File: src/rtl/cad_pkg.sv
package cad_pkg;

  // Default geometry of one capture stage.
  localparam int CAD_CODE_W = 6;
  localparam int CAD_LANES  = 3;

  // Group index reached by token position pos when the fill runs downward.
  function automatic int mirror_pos(input int pos, input int groups);
    return groups - 1 - pos;
  endfunction

endpackage

File: src/rtl/cad_token_ring.sv
module cad_token_ring #(
  parameter int GROUPS = 80
) (
  input  logic              clk_i,
  input  logic              rst_i,
  input  logic              start_i,
  output logic [GROUPS-1:0] token_o,
  output logic              load_o,
  output logic              exit_o,
  output logic              standby_o,
  output logic              done_o
);

  localparam int LAST = GROUPS - 1;

  logic [GROUPS-1:0] token_q;
  logic [GROUPS-1:0] token_d;
  logic              busy;
  logic              accept;
  logic              standby_q;
  logic              done_q;

  assign busy    = |token_q;
  // A start pulse is only taken while no token is in flight.
  assign accept  = start_i & ~busy;
  assign token_d = {token_q[LAST-1:0], accept};

  always_ff @(posedge clk_i) begin
    if (rst_i) begin
      token_q   <= '0;
      standby_q <= 1'b1;
      done_q    <= 1'b0;
    end else begin
      token_q   <= token_d;
      standby_q <= ~|token_d;
      done_q    <= token_q[LAST];
    end
  end

  assign token_o   = token_q;
  assign load_o    = accept | busy;
  assign exit_o    = token_q[LAST];
  assign standby_o = standby_q;
  assign done_o    = done_q;

endmodule

File: src/rtl/cad_word_latch.sv
module cad_word_latch #(
  parameter int WORD_W = 18
) (
  input  logic              clk_i,
  input  logic              rst_i,
  input  logic              load_i,
  input  logic [WORD_W-1:0] word_i,
  output logic [WORD_W-1:0] word_o
);

  logic [WORD_W-1:0] word_q;

  always_ff @(posedge clk_i) begin
    if (rst_i)       word_q <= '0;
    else if (load_i) word_q <= word_i;
  end

  assign word_o = word_q;

endmodule

File: src/rtl/cad_line_store.sv
module cad_line_store #(
  parameter int GROUPS = 80,
  parameter int WORD_W = 18
) (
  input  logic                     clk_i,
  input  logic                     rst_i,
  input  logic                     fill_up_i,
  input  logic [GROUPS-1:0]        token_i,
  input  logic [WORD_W-1:0]        word_i,
  output logic [GROUPS*WORD_W-1:0] line_o
);

  for (genvar g = 0; g < GROUPS; g++) begin : g_group
    localparam int POS_UP = g;
    localparam int POS_DN = cad_pkg::mirror_pos(g, GROUPS);

    logic              sel;
    logic [WORD_W-1:0] cell_q;

    assign sel = fill_up_i ? token_i[POS_UP] : token_i[POS_DN];

    always_ff @(posedge clk_i) begin
      if (rst_i)    cell_q <= '0;
      else if (sel) cell_q <= word_i;
    end

    assign line_o[g*WORD_W +: WORD_W] = cell_q;
  end

endmodule

File: src/rtl/cad_column_capture.sv
module cad_column_capture #(
  parameter int GROUPS = 80,
  parameter int CODE_W = cad_pkg::CAD_CODE_W,
  parameter int LANES  = cad_pkg::CAD_LANES
) (
  input  logic                            clk_i,
  input  logic                            rst_i,
  input  logic                            fill_up_i,
  input  logic                            en_a_i,
  input  logic                            en_b_i,
  output logic                            en_a_o,
  output logic                            en_a_oe_o,
  output logic                            en_b_o,
  output logic                            en_b_oe_o,
  input  logic [LANES*CODE_W-1:0]         pix_word_i,
  output logic [GROUPS*LANES*CODE_W-1:0]  line_codes_o,
  output logic                            standby_o,
  output logic                            line_done_o
);

  localparam int WORD_W = LANES * CODE_W;

  logic              start;
  logic [GROUPS-1:0] token;
  logic              load;
  logic              exit_tok;
  logic [WORD_W-1:0] word_q;

  // Pin roles follow the fill direction.
  assign start     = fill_up_i ? en_a_i : en_b_i;
  assign en_a_oe_o = ~fill_up_i;
  assign en_b_oe_o = fill_up_i;
  assign en_a_o    = ~fill_up_i & exit_tok;
  assign en_b_o    = fill_up_i & exit_tok;

  cad_token_ring #(.GROUPS(GROUPS)) u_ring (
    .clk_i     (clk_i),
    .rst_i     (rst_i),
    .start_i   (start),
    .token_o   (token),
    .load_o    (load),
    .exit_o    (exit_tok),
    .standby_o (standby_o),
    .done_o    (line_done_o)
  );

  cad_word_latch #(.WORD_W(WORD_W)) u_latch (
    .clk_i  (clk_i),
    .rst_i  (rst_i),
    .load_i (load),
    .word_i (pix_word_i),
    .word_o (word_q)
  );

  cad_line_store #(.GROUPS(GROUPS), .WORD_W(WORD_W)) u_store (
    .clk_i     (clk_i),
    .rst_i     (rst_i),
    .fill_up_i (fill_up_i),
    .token_i   (token),
    .word_i    (word_q),
    .line_o    (line_codes_o)
  );

endmodule

File: config.mk
export PLATFORM = sky130hd
export DESIGN_NAME = cad_column_capture
export DESIGN_NICKNAME = d
export VERILOG_FILES = /design/src/rtl/cad_pkg.sv /design/src/rtl/cad_token_ring.sv /design/src/rtl/cad_word_latch.sv /design/src/rtl/cad_line_store.sv /design/src/rtl/cad_column_capture.sv
export SDC_FILE = /design/constraint.sdc
export NUM_CORES = 2
export LEC_CHECK = 0
export BUFFER_PORTS_ARGS = -buffer_cell sky130_fd_sc_hd__buf_2
export CAP_MARGIN = 10
export CORE_AREA = 5 5 572 574
export CTS_CLUSTER_SIZE = 24
export DETAILED_ROUTE_END_ITERATION = 10
export DIE_AREA = 0 0 577 579
export GPL_ROUTABILITY_DRIVEN = 0
export PLACE_DENSITY_LB_ADDON = 0.05
export SYNTH_ARGS = -nofsm -noshare
export SYNTH_HDL_FRONTEND = slang
export SYNTH_HIERARCHICAL = 1
export SYNTH_SLANG_ARGS = --single-unit
File: constraint.sdc
create_clock -name clk_i -period 3.3 [get_ports clk_i]
set_input_delay 0.165 -clock clk_i [delete_from_list [all_inputs] [get_ports clk_i]]
set_output_delay 0.165 -clock clk_i [all_outputs]
set_load 0.05 [all_outputs]
==> results.toml <==
[run_status]
outcome = "finished, final reports clean"

[final_layout]
syn2layout_area_growth_pct = 30.70
postLayoutCoreUtil_pct = 24.46
drive_above_1_share_pct = 30.79
fin_cells = 11040
nets = 6575

[sta]
slew_headroom_pct = 26.53
setup_slack_ns = 0.3912
rsz0062_at_grt = "false"
min_period_over_period_pct = 88.15
worst_pin_slew_ns = 1.102
drv_slew = 0
hold_viol_final = 0
setup-tns-final_ns = 0
finClkSkew_ns = 0.04281
fmax_ghz = 0.3438
fin_crit_ns = 2.909
setup_viol = 0

[setup_path]
startpoint_type = "flip-flop"
required_ns = 4.01
crit_fanout = 18
cp-end-kind = "flip-flop"
cp.arrival_ns = 3.62
crit_type = "reg -> reg"

[logic_synthesis]
synth_most_common_cell = "dfxtp_1"
synth_nets = 5201
synth_top_area_cell = "dfxtp_1"
synth_flop_cell = "dfxtp_1"
netlist_instances = 5178
synth_edf_count = 0
synth_common_cells = "1540 x dfxtp_1, 1538 x mux2i_1, 1458 x nand2b_1"
async_flop_share_pct = 0
ys_ff_latch = 1540
synthTopCellsByArea = "dfxtp_1 51%, mux2i_1 26%, nand2b_1 15%, buf_12 3.0%, buf_6 1.5%"
syn_area_sq_um = 60290
ys_types = 23
synth_top_area_share_pct = 51.13
ys.warnings.count = 6
seq_area_frac_synth_pct = 51.13
avgSynthCellArea_sq_um = 11.64

[drt]
met3WireLength_microns = 29320
route.met2.wl_microns = 140100
drt-wirelength-per-cell_microns = 27.73
avgViaCountPerCell = 3.785
highest_layer = "met4"
wirelength_microns = 306100
drtIter0Drc = 1795
ant_nets = 0
drcViolationCount = 0
vias = 41790
wl_met1_microns = 125500
firstDrtPassIters = 4

[place]
hpwl_microns = 212600
port_buffers = 1468
post-place-ws_ns = 0.3690
dp_cells = 10650

[clock_tree]
clock-sinks = 1540
cts_buffer_depth = 4
cts_root_buf = "clkbuf_16"
cts_tree = "built"
clk_pin_slew_ns = 0.06
cts-htree-levels = 4
ctsResizeCount = 0
clock_latency_ns = 0.87
postCtsSetupRepairBufs = 0
cts_made_buffers = 204

[grt]
grt_overflow = 0
grt_pass1_wl_microns = 404900
track_usage_pct = 17.51
grt_max_degree = 185
grt_pass1_vias = 43090
antenna_found_initial = 25

[power_and_ir_drop]
power-per-cell-area_nw_per_um2 = 539.2
ir_worst_vdd_mv = 0.3952
power.leakage_uw = 0.04168

[floorplanning]
die_width_microns = 577
die_y_microns = 579
coreArea_sq_um = 322200
placementRows = 209
ios = 1469
start_util_pct = 18.71
dieArea_sq_um = 334100

[run]
drv_cap = 0

[hold_path]
min_path_type = "in -> reg"
## routing by layer
metal / up-vias / global-route usage (%)
li1: 19780 / -
met1: 20320 / 20.56
met2: 1310 / 28.67
met3: 376 / 7.560
met4: 0 / 5.710
met5: - / 0
## power breakdown
group	total (uW)	leakage (uW)	internal, uW	switching, uW
clock	22000	0.00321	12800	9200
sequential	18700	0.0124	18600	34.8
combinational	1840	0.0261	625	1210
total	42500	0.0417	32000	10400
## path summary, 6_finish.rpt
| check | start | to | slack, ns | depth (start not counted) |
|---|---|---|---|---|
| max | u_ring/token_o[35] | u_latch/word_o[2] | 0.39 | 6 |
| max reg2reg | u_ring/token_o[35] | u_latch/word_o[2] | 0.39 | 6 |
| min | pix_word_i[11] | u_latch/word_o[11] | 0.20 | 4 |
| min reg2reg | u_store/g_group[47].cell_q[11] | u_store/g_group[47].cell_q[11] | 0.47 | 2 |
## kinds of logic (layout without fill, tap and decap cells)
group           after synthesis  after routing  synth area share (%)
other cells                   0              8                     0
flops                      1540           1540                 51.13
mux                        1539           1539                 25.56
compound gates                1              1               0.01246
simple gates               1588           1588                 16.43
buf+inv                     510           2039                 6.867
## layout make-up
class                   count  area [sq um]
fillers                 34560        243400
diodes                      8         20.02
flip-flops and latches   1540         30830
well taps                4325          5411
clock inverters            48         427.9
repair buffers           1676          9569
multi-input cells        3128         26460
clock buffers             313          6077
inverters                   2         7.507
## placed cells by master (no fill, tap or decap), drive strengths merged
cell type and count:
mux2i 1538, nor3 1, clkbuf 313, dlygate4sd3 21, and2 1, and2b 1
dfxtp 1540, mux2 1, bufinv 2, clkinv 38, nor2 18, diode 8
clkinvlp 4, nor2b 81, nand2 1, or4 2, inv 6, nand4 5
nand2b 1458, o31ai 1, nor4 20, buf 1655
## timing repair
item / 4_1_cts / 5_1_grt
setup endpoints to repair: 0 / 0
endpoints found under the hold margin: 41 / 0
hold buffers: 21 / 0
## metrics by stage
step	hold slack (ns)	total power, uW	area [sq um]
global placement	0.4447	20990	72070
global route	0.1596	44260	78780
CTS	0.1288	43650	78780
floorplan	0.3122	20040	60290
finish	0.1968	42490	78800
detailed placement	0.4110	20980	72070
## worst max-delay path, cell delays in order (launching register included)
cell and delay, ns:
dfxtp_1 0.38, nor4_1 0.63, nand4_1 0.21, or4_4 0.54
or4_4 0.70, mux2i_1 0.23, nor2_1 0.05
## sequential cells by signal (all words and copies together), names as in the netlist
register                cells
u_ring/done_o               1
u_ring/standby_o            1
u_store/g_group.cell_q   1440
u_ring/token_o             80
u_latch/word_o             18
No activity file was read; power rests on OpenSTA's default activity.
